## src/rtl/stkptr_pkg.sv

```systemverilog
package stkptr_pkg;
  typedef enum logic [0:0] {
    ST_IDLE   = 1'b0,
    ST_ACCESS = 1'b1
  } stk_state_e;
endpackage

```

## src/rtl/stkptr_ptr.sv

```systemverilog
module stkptr_ptr #(
  parameter int unsigned PTR_W  = 16,
  parameter int unsigned BYTE_W = 8,
  parameter logic [PTR_W-BYTE_W-1:0] PAGE_HI = 'h01,
  parameter logic [PTR_W-1:0] RST_PTR = 'h01FF
) (
  input  logic             clk,
  input  logic             rst_n,
  input  logic             emu,
  input  logic             load_go,
  input  logic [PTR_W-1:0] load_val,
  input  logic             dec_en,
  input  logic             inc_en,
  output logic [PTR_W-1:0] sp_q,
  output logic [PTR_W-1:0] sp_up
);
  localparam logic [PTR_W-1:0] ONE = PTR_W'(1);

  function automatic logic [PTR_W-1:0] page_fix(input logic e, input logic [PTR_W-1:0] v);
    return e ? {PAGE_HI, v[BYTE_W-1:0]} : v;
  endfunction

  logic [PTR_W-1:0] sp_down;
  logic [PTR_W-1:0] sp_load;
  logic [PTR_W-1:0] sp_d;
  logic             sp_en;

  always_comb begin
    sp_up   = page_fix(emu, sp_q + ONE);
    sp_down = page_fix(emu, sp_q - ONE);
    sp_load = page_fix(emu, load_val);
    sp_en   = load_go | dec_en | inc_en;
    if (load_go)     sp_d = sp_load;
    else if (dec_en) sp_d = sp_down;
    else if (inc_en) sp_d = sp_up;
    else             sp_d = sp_q;
  end

  always_ff @(posedge clk or negedge rst_n) begin
    if (!rst_n)     sp_q <= RST_PTR;
    else if (sp_en) sp_q <= sp_d;
  end
endmodule

```

## src/rtl/stkptr_ctrl.sv

```systemverilog
module stkptr_ctrl
  import stkptr_pkg::*;
#(
  parameter int unsigned BYTE_W = 8
) (
  input  logic              clk,
  input  logic              rst_n,
  input  logic              push_req,
  input  logic              pop_req,
  input  logic              size_word,
  input  logic              load_en,
  input  logic [2*BYTE_W-1:0] wr_data,
  input  logic [BYTE_W-1:0] mem_rdata,
  output logic              load_go,
  output logic              acc_wr,
  output logic              acc_rd,
  output logic [BYTE_W-1:0] wbyte,
  output logic [2*BYTE_W-1:0] rd_data,
  output logic              busy,
  output logic              done
);
  localparam int unsigned WORD_W = 2 * BYTE_W;

  stk_state_e        state_q, state_d;
  logic              beat_q, beat_d;
  logic              pop_q, pop_d;
  logic              word_q, word_d;
  logic [WORD_W-1:0] wdat_q, wdat_d;
  logic [WORD_W-1:0] rdat_q, rdat_d;
  logic              done_q, done_d;
  logic              idle, start, last;

  always_comb begin
    idle    = (state_q == ST_IDLE);
    start   = idle & (push_req | pop_req);
    load_go = idle & load_en & ~push_req & ~pop_req;
    last    = ~word_q | beat_q;
    acc_wr  = ~idle & ~pop_q;
    acc_rd  = ~idle &  pop_q;
    wbyte   = (word_q & ~beat_q) ? wdat_q[WORD_W-1:BYTE_W] : wdat_q[BYTE_W-1:0];

    state_d = state_q;
    beat_d  = beat_q;
    pop_d   = pop_q;
    word_d  = word_q;
    wdat_d  = wdat_q;
    rdat_d  = rdat_q;
    done_d  = 1'b0;

    if (start) begin
      state_d = ST_ACCESS;
      beat_d  = 1'b0;
      pop_d   = ~push_req;
      word_d  = size_word;
      wdat_d  = wr_data;
      if (!push_req) rdat_d = '0;
    end else if (!idle) begin
      if (pop_q) begin
        if (beat_q) rdat_d[WORD_W-1:BYTE_W] = mem_rdata;
        else        rdat_d[BYTE_W-1:0]      = mem_rdata;
      end
      if (last) begin
        state_d = ST_IDLE;
        done_d  = 1'b1;
      end else begin
        beat_d = 1'b1;
      end
    end
  end

  always_ff @(posedge clk or negedge rst_n) begin
    if (!rst_n) begin
      state_q <= ST_IDLE;
      beat_q  <= 1'b0;
      pop_q   <= 1'b0;
      word_q  <= 1'b0;
      wdat_q  <= '0;
      rdat_q  <= '0;
      done_q  <= 1'b0;
    end else begin
      state_q <= state_d;
      beat_q  <= beat_d;
      pop_q   <= pop_d;
      word_q  <= word_d;
      wdat_q  <= wdat_d;
      rdat_q  <= rdat_d;
      done_q  <= done_d;
    end
  end

  assign rd_data = rdat_q;
  assign busy    = ~idle;
  assign done    = done_q;
endmodule

```

## src/rtl/stkptr_unit.sv

```systemverilog
module stkptr_unit #(
  parameter int unsigned PTR_W  = 16,
  parameter int unsigned BYTE_W = 8,
  parameter logic [PTR_W-BYTE_W-1:0] PAGE_HI = 'h01,
  parameter logic [PTR_W-1:0] RST_PTR = 'h01FF
) (
  input  logic                clk,
  input  logic                rst_n,
  input  logic                emu_mode,
  input  logic                push_req,
  input  logic                pop_req,
  input  logic                size_word,
  input  logic [2*BYTE_W-1:0] wr_data,
  input  logic                load_en,
  input  logic [PTR_W-1:0]    load_val,
  output logic [2*BYTE_W-1:0] rd_data,
  output logic                busy,
  output logic                done,
  output logic [PTR_W-1:0]    sp,
  output logic [PTR_W-1:0]    mem_addr,
  output logic                mem_we,
  output logic                mem_re,
  output logic [BYTE_W-1:0]   mem_wdata,
  input  logic [BYTE_W-1:0]   mem_rdata
);
  logic             load_go, acc_wr, acc_rd;
  logic [PTR_W-1:0] sp_q, sp_up;

  stkptr_ctrl #(.BYTE_W(BYTE_W)) u_ctrl (
    .clk(clk), .rst_n(rst_n),
    .push_req(push_req), .pop_req(pop_req), .size_word(size_word),
    .load_en(load_en), .wr_data(wr_data), .mem_rdata(mem_rdata),
    .load_go(load_go), .acc_wr(acc_wr), .acc_rd(acc_rd),
    .wbyte(mem_wdata), .rd_data(rd_data), .busy(busy), .done(done)
  );

  stkptr_ptr #(.PTR_W(PTR_W), .BYTE_W(BYTE_W), .PAGE_HI(PAGE_HI), .RST_PTR(RST_PTR)) u_ptr (
    .clk(clk), .rst_n(rst_n), .emu(emu_mode),
    .load_go(load_go), .load_val(load_val),
    .dec_en(acc_wr), .inc_en(acc_rd),
    .sp_q(sp_q), .sp_up(sp_up)
  );

  assign sp       = sp_q;
  assign mem_we   = acc_wr;
  assign mem_re   = acc_rd;
  assign mem_addr = acc_rd ? sp_up : sp_q;
endmodule

```

## config.mk

```make
export PLATFORM = sky130hd
export DESIGN_NAME = stkptr_unit
export DESIGN_NICKNAME = d
export VERILOG_FILES = /design/src/rtl/stkptr_pkg.sv /design/src/rtl/stkptr_ptr.sv /design/src/rtl/stkptr_ctrl.sv /design/src/rtl/stkptr_unit.sv
export SDC_FILE = /design/constraint.sdc
export NUM_CORES = 1
export LEC_CHECK = 0
export BUFFER_PORTS_ARGS = -buffer_cell sky130_fd_sc_hd__buf_2
export CAP_MARGIN = 20
export CORE_AREA = 5 5 116 118
export DETAILED_ROUTE_END_ITERATION = 8
export DIE_AREA = 0 0 121 123
export PLACE_DENSITY = 0.54
export SYNTH_ARGS = -nofsm -noshare
export SYNTH_HDL_FRONTEND = slang
export SYNTH_HIERARCHICAL = 1
export SYNTH_SLANG_ARGS = --single-unit
export TNS_END_PERCENT = 5
```

## constraint.sdc

```tcl
create_clock -name clk -period 6.1 [get_ports clk]
set_input_delay 0 -clock clk [delete_from_list [all_inputs] [get_ports clk]]
set_output_delay 0 -clock clk [all_outputs]
set_load 0.01 [all_outputs]
```

==> results.py, run 1 <==
metrics = {
    "run_status": {
        "status": "completed",
    },
    "drt": {
        "wirelength_um": 10000,
        "drc": 0,
        "first_pass_iters": 4,
        "wl_per_cell_um": 15.6,
        "drtAntennaViolNets": 0,
        "drt-initial-drc-count": 176,
        "num_vias": 3185,
        "via_per_inst": 4.94,
    },
    "yosys": {
        "syn_nets": 403,
        "yosysUniqueCellTypes": 64,
        "syn_area_per_cell_um2": 10.1,
        "synth_cells": 354,
        "synth-async-reset-ratio_pct": 100,
        "yosysTopAreaCell": "dfrtp_1",
        "synth_ff_type": "dfrtp_1",
        "ys_top_cells_by_area": "dfrtp_1, mux2_4, mux2_2",
        "synth_top_cell_area_share_pct": 30.8,
        "synth_edf_count": 0,
        "seq_area_frac_synth_pct": 37.4,
        "yosysWarnings": 6,
        "synth-seq-cells": 53,
        "synth_area_um2": 3570,
    },
    "critical_path": {
        "rrSetupSlack_ns": 3.49,
        "crit_family": "simple AND/OR/NAND/NOR gates",
        "crit_path_max_incr_delay_ns": 0.65,
        "crit_required_ns": 6.10,
        "cp.buffers_inverters": 1,
        "crit_fanout": 11,
        "start_kind": "register",
        "crit_chain": "ha_1, nand3_1, nor2_1, nand3_1, xor2_1, nor2_1, mux2_4, buf_2",
        "slowest_stage": "dfstp_2",
        "cp.depth": 8,
        "path_class": "reg -> out",
        "crit_path_end_kind": "output pin",
        "critPathArrivalTime_ns": 2.81,
        "ff2ff_path_depth": 6,
    },
    "die": {
        "io_pins": 107,
        "die_h_um": 123,
        "die_width_um": 121,
        "start_util_pct": 28.9,
        "rows": 41,
        "core_area_um2": 12400,
        "dieArea_um2": 14900,
    },
    "grt": {
        "grt_pass1_vias": 3177,
        "antenna_found_initial": 0,
        "grt_usage_pct": 13.3,
        "overflow": 0,
        "grt_first_pass_wirelength_um": 16100,
        "grt_max_degree": 54,
    },
    "clock_tree": {
        "clk_pin_slew_ns": 0.07,
        "cts_sinks": 53,
        "clockRootBuffer": "clkbuf_16",
        "cts_tree": "yes",
        "insertion_delay_ns": 0.29,
        "cts_inserted_buffers": 5,
        "cts_buffer_depth": 2,
        "cts_resized": 0,
        "htree_levels": 2,
    },
    "hold_path": {
        "hold_path_depth": 3,
        "hp-class": "in -> reg",
    },
    "power": {
        "peakVddDrop_v": 0.000195,
        "p_leak_nw": 2.03,
        "powerDensity_nw_per_um2": 458,
    },
    "placement": {
        "detailed_place_hpwl_um": 7190,
        "port_buffers": 106,
        "dpl-instance-area_um2": 4120,
        "routabilityCongestion": 0.809,
    },
    "sta": {
        "rsz0062_at_grt": "no",
        "drv_slew": 0,
        "clock.fmax_mhz": 356,
        "skew_ns": 0.00587,
        "final_hold_viol_count": 0,
        "post-route-min-period_ns": 2.81,
        "slew_headroom_pct": 33.0,
        "setup_viol": 0,
        "fin_crit_sh_pct": 46.0,
        "fin_tns_setup_ns": 0,
        "tightest_slew_ns": 1.00,
    },
    "run": {
        "drv_cap": 0,
    },
    "finish": {
        "final_nets": 521,
        "drive_gt1_share_pct": 39.3,
        "stdcell_area_um2": 4600,
        "fill_cells": 1290,
        "multi_input_area_um2": 1930,
        "register_area_um2": 1340,
        "area_growth_pct": 28.6,
        "antenna_cells": 0,
    },
}
per-layer routing:
| layer | global-route usage, % | share of wire (%) | up-vias |
|---|---|---|---|
| met3 | 3.06 | 5.7 | 6 |
| li1 | - | - | 1529 |
| met4 | 3.05 | 0.73 | 0 |
| met2 | 22.4 | 48 | 101 |
| met1 | 17.5 | 45 | 1549 |
| met5 | 0 | 0 | - |
cell usage after synthesis (2+ instances only):
master	instances
xor2_1	10
clkbuf_2	2
o31ai_1	19
a31oi_1	5
or3_1	2
ha_1	2
nand2b_1	2
nor4b_1	2
a221oi_1	2
mux2_4	18
nand4b_1	9
a41oi_1	2
nor4_1	2
o221ai_1	3
buf_12	3
a21oi_1	9
nor2_1	24
and3_1	3
nor3_1	5
nand4_1	14
mux2_2	23
xnor2_1	10
o21a_1	4
nor4_2	4
nand2_1	14
nand3_1	6
clkbuf_1	11
clkbuf_8	2
o21ai_0	15
a22o_1	2
and2_1	2
a22oi_1	4
inv_1	22
dfrtp_1	44
dfstp_2	9
nor2b_1	7
buf_2	7
buf_6	4
worst paths after layout:
kind,from,end
hold / removal,mem_rdata[7],u_ctrl/rd_data[7]
setup / recovery,u_ptr/sp_q[1],mem_addr[12]
max in group asynchronous,rst_n,u_ctrl/wdat_q[10]
min in group asynchronous,rst_n,u_ptr/sp_q[12]
setup reg to reg,u_ctrl/busy,u_ptr/sp_q[11]
hold reg to reg,u_ctrl/wdat_q[9],u_ctrl/wdat_q[9]
worst register-to-register path: stages (launching register included):
cell and delay [ns]:
dfrtp_1 0.68, nor4b_2 0.41, buf_4 0.31, nor2b_1 0.61, a22oi_1 0.23, o31a_2 0.16, o21ai_0 0.13
cell families after synthesis:
kind of cell	Yosys count	synth area share [%]
simple gates	108	18.4
flops	53	37.4
fa+ha+maj	2	0.700
mux	41	14.8
compound gates	77	15.0
xor+xnor	20	4.90
buf+inv	53	8.75
per-stage QoR:
step	hold WS (ns)	util (%)	power [mW]	worst slack [ns]	instances
finish	0.00857	37.2	2.11	3.29	645
global route	0.0159	37.2	2.26	3.18	645
CTS	0.000440	37.0	2.11	3.06	642
detailed placement	0.185	33.3	1.80	3.09	604
global placement	0.181	33.3	1.78	3.27	604
floorplan	-0.296	-	1.51	3.87	354
state kept, by name, indices dropped and copies added, names as in the netlist:
signal	flops
u_ctrl/wdat_q	16
u_ctrl/pop_q	1
u_ctrl/rd_data	16
u_ctrl/busy	1
u_ctrl/word_q	1
u_ctrl/beat_q	1
u_ctrl/done	1
u_ptr/sp_q	16
repair_timing:
item,4_1_cts,5_1_grt
hold buffers,30,0
endpoints found under the hold margin,73,0
setup buffers,0,0
placed cells by master, fill, tap and decap left out, types with 2 or more instances in the layout:
cell	instances
mux2_2	23
mux2_4	18
a21oi_1	9
clkbuf_16	5
nor4_1	2
nor2b_1	7
inv_1	22
dlygate4sd3_1	30
nand2b_1	2
nor3_1	5
nand4_1	14
dfstp_2	9
xnor2_1	10
a31oi_1	5
and3_1	3
buf_4	4
or3_1	2
ha_1	2
nand2_1	14
o21a_1	4
buf_2	107
xor2_1	10
nor4_2	4
a22o_1	2
and2_1	2
nand4b_1	9
o221ai_1	3
nand3_1	6
o21ai_0	15
a22oi_1	4
o31ai_1	19
a221oi_1	2
a41oi_1	2
nor2_1	24
dfrtp_1	44
final cells by class:
| class | instances | share of cell area, % |
|---|---|---|
| Multi-Input combinational cell | 248 | 42.1 |
| Sequential cell | 53 | 29.1 |
| Inverter | 22 | 1.80 |
| Clock buffer | 5 | 2.72 |
| Clock inverter | 3 | 0.463 |
| Tap cell | 172 | 4.68 |
| Timing Repair Buffer | 142 | 19.2 |
power breakdown:
part | leakage (nW) | total, mW | internal [mW] | switching [mW]
registers | 0.646 | 0.738 | 0.520 | 0.218
logic | 1.31 | 1.08 | 0.541 | 0.542
clock network | 0.0702 | 0.284 | 0.153 | 0.131
total | 2.03 | 2.11 | 1.21 | 0.891
No activity file was read; power rests on OpenSTA's default activity.
==> inputs of run 2 (changes only) <==
- ABC_AREA: not set -> 1
- CORE_AREA: 5 5 116 118 -> 5 5 117 119
- DIE_AREA: 0 0 121 123 -> 0 0 122 124
- clock period: 6.1 -> 2.7 ns (I/O delays scaled with it)
==> results.py, run 2 <==
metrics = {
    "run_status": {
        "status": "completed",
    },
    "die": {
        "die_h_um": 124,
        "die_width_um": 122,
        "io_pins": 107,
        "start_util_pct": 29.3,
        "core_area_um2": 12500,
        "dieArea_um2": 15100,
        "rows": 41,
    },
    "critical_path": {
        "timing.rr.start": "u_ctrl/busy",
        "crit_fanout": 19,
        "critPathArrivalTime_ns": 2.31,
        "rr_endpoint": "u_ptr/sp_q[8]",
        "path_class": "reg -> reg",
        "crit_required_ns": 2.93,
        "start_kind": "register",
        "ff2ff_path_depth": 10,
        "crit_path_end_kind": "register",
        "rrSetupSlack_ns": 0.61,
    },
    "yosys": {
        "yosysMostFrequentCell": "nand2_1",
        "yosysUniqueCellTypes": 41,
        "synth_edf_count": 0,
        "yosysTopAreaCell": "dfrtp_1",
        "syn_nets": 598,
        "synth-seq-cells": 53,
        "syn_area_per_cell_um2": 6.64,
        "yosysWarnings": 6,
        "synth_ff_type": "dfrtp_1",
        "synth_cells": 549,
        "synth_area_um2": 3650,
        "netlist_top_cells_count": "nand2_1, nor2_1, inv_1",
        "ys_top_cells_by_area": "dfrtp_1, nand2_1, dfstp_2",
        "seq_area_frac_synth_pct": 36.7,
        "synth_top_cell_area_share_pct": 30.2,
        "synth-async-reset-ratio_pct": 100,
    },
    "drt": {
        "drc": 0,
        "drtAntennaViolNets": 0,
        "via_per_inst": 4.55,
        "drt-initial-drc-count": 199,
        "num_vias": 3838,
        "first_pass_iters": 4,
        "wirelength_um": 11700,
        "wl_per_cell_um": 13.9,
    },
    "sta": {
        "whs_ns": 0.0245,
        "fin_crit_sh_pct": 77.3,
        "setup_viol": 0,
        "clock.fmax_mhz": 479,
        "setup_slack_ns": 0.612,
        "final_hold_viol_count": 0,
        "tightest_slew_ns": 0.599,
        "rsz0062_at_grt": "no",
        "slew_headroom_pct": 60.0,
        "fin_tns_setup_ns": 0,
        "drv_slew": 0,
        "post-route-min-period_ns": 2.09,
        "skew_ns": 0.00512,
    },
    "finish": {
        "mostFrequentLayoutCell": "nand2_1",
        "area_growth_pct": 28.6,
        "drive_gt1_share_pct": 24.3,
        "layout_common_cells": "nand2_1, buf_2, nor2_1",
        "antenna_cells": 0,
        "fill_cells": 1359,
        "final_nets": 720,
    },
    "run": {
        "drv_cap": 0,
    },
    "power": {
        "swShare_pct": 50.5,
        "p_seq_share_pct": 29.3,
        "p_comb_share_pct": 57.8,
        "intPower_mw": 2.85,
        "power_frac_clock_pct": 12.9,
        "peakVddDrop_v": 0.000572,
        "powerDensity_nw_per_um2": 1230,
        "p_leak_nw": 2.53,
        "p_switching_mw": 2.90,
    },
    "grt": {
        "grt_usage_pct": 15.9,
        "grt_pass1_vias": 3855,
        "antenna_found_initial": 0,
        "grt_max_degree": 46,
        "grt_first_pass_wirelength_um": 19300,
        "overflow": 0,
    },
    "hold_path": {
        "hold_path.startpoint": "load_val[2]",
        "holdPathEnd": "u_ptr/sp_q[2]",
        "hp-class": "in -> reg",
        "hold_path_depth": 3,
    },
    "clock_tree": {
        "clockRootBuffer": "clkbuf_16",
        "post-cts-setup-buffers": 0,
        "cts_tree": "yes",
        "cts_resized": 0,
        "cts_buffer_depth": 2,
        "cts_inserted_buffers": 5,
        "insertion_delay_ns": 0.29,
        "htree_levels": 2,
        "clk_pin_slew_ns": 0.07,
        "cts_sinks": 53,
    },
    "placement": {
        "port_buffers": 106,
        "routabilityCongestion": 0.865,
        "detailed_place_hpwl_um": 8930,
        "pre_cts_slack_ns": 0.634,
    },
}
## run 2: cell count changes after synthesis, moves of 7 or more
cell | before | now
inv_1 | 22 | 48
nand2_2 | 0 | 8
xnor2_1 | 10 | 1
clkbuf_1 | 11 | 2
mux2_2 | 23 | 0
inv_2 | 0 | 7
nor2b_1 | 7 | 0
nand4b_1 | 9 | 0
mux2_4 | 18 | 0
nor2_1 | 24 | 61
nand3_1 | 6 | 46
nand4_1 | 14 | 6
o31ai_1 | 19 | 1
nand2_1 | 14 | 227
## run 2: layer usage
layer / vias to the layer above / wire length, um / share of wire (%) / global-route usage, %
met4: 0 / 134 / 1.1 / 4.27
li1: 1964 / - / - / -
met5: - / 0 / 0 / 0
met2: 128 / 5370 / 46 / 26.2
met1: 1736 / 5260 / 45 / 20.5
met3: 10 / 981 / 8.4 / 4.31
## run 2: worst max-delay path, cell delays in order, from the launching register on
cell and delay, ns:
dfrtp_1 0.48, inv_2 0.19, nor2_1 0.10, nor2_4 0.24, inv_2 0.11, nor2_4 0.31, inv_2 0.24, o31ai_1 0.13
a31oi_1 0.07, o21ai_1 0.09, nand2_1 0.06
## run 2: stage by stage
step / power, mW / area [um2] / std cells / utilization (%)
after floorplan: 3.91 / 3650 / 549 / -
after detailed placement: 5.02 / 4320 / 816 / 34.7
final: 5.75 / 4690 / 844 / 37.6
after global routing: 6.32 / 4690 / 844 / 37.6
after global placement: 4.98 / 4320 / 816 / 34.7
after CTS: 5.83 / 4690 / 844 / 37.6
## run 2: timing repair
action,CTS,global route
hold endpoints to repair,27,0
setup endpoints to repair,0,0
hold buffers,20,0
## run 2: logic make-up after synthesis
group / after synthesis / synth area share, %
compound gates: 47 / 8.30
xor+xnor: 7 / 1.68
fa+ha+maj: 2 / 0.686
buf+inv: 71 / 8.65
flops: 53 / 36.7
simple gates: 369 / 44.0
## run 2: power groups by stage
stage / clock, mW / sequential (mW) / combinational [mW]
floorplan: 0 / 1.67 / 2.24
global placement: 0 / 1.68 / 3.30
detailed placement: 0 / 1.69 / 3.33
CTS: 0.779 / 1.68 / 3.37
global route: 0.812 / 1.75 / 3.76
finish: 0.742 / 1.68 / 3.32
## run 2: cell type report
class                   count  area [um2]  share of cell area (%)
well taps                 172         215                    4.59
inverters                  56         215                    4.59
clock buffers               6         129                    2.75
multi-input cells         425        1990                    42.5
clock inverters             2        38.8                   0.827
flip-flops and latches     53        1340                    28.5
repair buffers            130         761                    16.2
## run 2: worst max path at each step
stage | startpoint | endpoint | slack (ns)
final | u_ctrl/busy | u_ptr/sp_q[8] | 0.61
after global routing | u_ptr/sp_q[0] | mem_addr[12] | 0.41
after CTS | u_ptr/sp_q[0] | mem_addr[12] | 0.59
after detailed placement | u_ctrl/busy | u_ptr/sp_q[14] | 0.63
after global placement | u_ctrl/busy | u_ptr/sp_q[14] | 0.72
after floorplan | u_ctrl/busy | u_ptr/sp_q[11] | 0.80
==> inputs of run 3 (changes only) <==
- PLACE_DENSITY: 0.54 -> 0.56
- clock period: 2.7 -> 1.8 ns (I/O delays scaled with it)
==> results.py, run 3 (synthesis gave the netlist of run 2 again) <==
metrics = {
    "sta": {
        "skew_ns": 0.0109,
        "drv_slew": 0,
        "clock.fmax_mhz": 528,
        "final_hold_viol_count": 0,
        "whs_ns": 0.0182,
        "fin_tns_setup_ns": -0.524,
        "setup_viol": 10,
        "slew_headroom_pct": 64.8,
        "post-route-min-period_ns": 1.90,
        "tightest_slew_ns": 0.527,
        "rsz0062_at_grt": "yes",
        "setup_slack_ns": -0.0952,
        "fin_crit_sh_pct": 105,
    },
    "clock_tree": {
        "clockRootBuffer": "clkbuf_16",
        "htree_levels": 2,
        "insertion_delay_ns": 0.31,
        "clk_pin_slew_ns": 0.08,
        "cts_inserted_buffers": 5,
        "cts_buffer_depth": 2,
        "cts_tree": "yes",
        "cts_sinks": 53,
    },
    "power": {
        "peakVddDrop_v": 0.000674,
        "p_comb_share_pct": 63.3,
        "swShare_pct": 50.2,
        "powerDensity_nw_per_um2": 1830,
        "p_leak_nw": 2.71,
        "p_switching_mw": 4.61,
        "intPower_mw": 4.58,
        "power_frac_clock_pct": 11.0,
        "p_seq_share_pct": 25.8,
    },
    "finish": {
        "area_growth_pct": 37.4,
        "finalNonFillerCells": 878,
        "antenna_cells": 0,
        "drive_gt1_share_pct": 29.2,
        "mostFrequentLayoutCell": "nand2_1",
        "layout.core_utilization_pct": 40.2,
        "layout_common_cells": "nand2_1, buf_2, nor2_1",
        "fill_cells": 1322,
        "final_nets": 755,
    },
    "run_status": {
        "failed_checks": "negative setup slack",
        "status": "finished with violations",
    },
    "grt": {
        "antenna_found_initial": 0,
        "grt_first_pass_wirelength_um": 20000,
        "grt_usage_pct": 16.4,
        "grt_max_degree": 47,
        "grt_pass1_vias": 3959,
        "overflow": 0,
    },
    "hold_path": {
        "hold_path_depth": 5,
        "hp-class": "in -> reg",
    },
    "critical_path": {
        "path_class": "reg -> out",
        "crit_path_end_kind": "output pin",
        "start_kind": "register",
        "endpoint": "mem_addr[12]",
        "timing.rr.start": "u_ptr/sp_q[0]",
        "rrSetupSlack_ns": -0.01,
        "crit_required_ns": 1.80,
        "critPathArrivalTime_ns": 1.90,
        "rr_endpoint": "u_ptr/sp_q[10]",
        "ff2ff_path_depth": 12,
        "worstSetupStartpoint": "u_ptr/sp_q[1]",
        "crit_fanout": 5,
    },
    "drt": {
        "wl_per_cell_um": 13.8,
        "via_per_inst": 4.59,
        "drc": 0,
        "drtAntennaViolNets": 0,
        "wirelength_um": 12100,
        "first_pass_iters": 5,
        "num_vias": 4031,
        "drt-initial-drc-count": 241,
    },
    "placement": {
        "dpl.cell_count": 831,
        "port_buffers": 106,
        "routabilityCongestion": 0.889,
        "detailed_place_hpwl_um": 8750,
    },
    "run": {
        "drv_cap": 0,
    },
    "die": {
        "core_area_um2": 12500,
        "die_h_um": 124,
        "die_width_um": 122,
        "rows": 41,
        "io_pins": 107,
        "dieArea_um2": 15100,
        "start_util_pct": 29.3,
    },
}
==> run 3: layout make-up <==
| cell class | instances | area [um2] | share of cell area, % |
|---|---|---|---|
| clock inverter | 2 | 16.3 | 0.325 |
| inverter | 56 | 215 | 4.29 |
| timing repair buffer | 165 | 1040 | 20.7 |
| clock buffer | 5 | 125 | 2.50 |
| sequential | 53 | 1340 | 26.7 |
| multi-input combinational | 425 | 2060 | 41.1 |
| tap | 172 | 215 | 4.29 |
==> run 3: worst min-delay path by stage <==
stage	slack, ns	end	from
after floorplan	-0.30	u_ctrl/beat_q	rst_n
after global placement	-0.13	u_ptr/sp_q[10]	rst_n
after detailed placement	-0.13	u_ptr/sp_q[10]	rst_n
after CTS	0.01	u_ptr/sp_q[2]	load_val[2]
after global routing	0.03	u_ptr/sp_q[4]	load_val[4]
final	0.02	u_ptr/sp_q[6]	load_val[6]
==> run 3: power by group through the flow <==
stage | logic [mW] | registers [mW] | clock network, mW
4_1_cts | 5.78 | 2.36 | 1.04
2_1_floorplan | 3.37 | 2.50 | 0
5_1_grt | 6.54 | 2.44 | 1.09
6_report | 5.81 | 2.37 | 1.01
3_5_place_dp | 5.34 | 2.46 | 0
3_3_place_gp | 5.31 | 2.44 | 0
==> run 3: layer usage <==
layer  share of wire (%)  global-route usage [%]  wire length (um)  vias up
li1                    -                       -                 -     2041
met1                  45                    21.1              5410     1836
met2                  47                    28.1              5660      141
met3                 7.7                    4.59               932       13
met4                 1.0                    2.80               122        0
met5                   0                       0                 0        -
==> run 3: worst max-delay path, cell delays in order, from the launching register on <==
cell and delay [ns]:
dfstp_2 0.60, ha_4 0.16, nand2_4 0.07, nor2_4 0.15, nand2_2 0.08, o21ai_2 0.11, nand3_1 0.09, inv_1 0.08
nand2_1 0.05, nand2_1 0.07, buf_2 0.12
==> run 3: timing repair <==
action,in CTS,in global routing
buffers inserted,19,1
setup endpoints to repair,11,21
endpoints found under the hold margin,68,0
gates resized for setup,6,8
pin swaps,7,5
hold buffers,20,0
==> run 3: metrics by stage <==
step	area [um2]	total power [mW]	setup WS [ns]
floorplan	3650	5.87	0.0135
global placement	4450	7.75	0.111
detailed placement	4450	7.79	0.0849
CTS	4970	9.18	-0.0989
global route	5010	10.1	-0.231
finish	5010	9.19	-0.0952
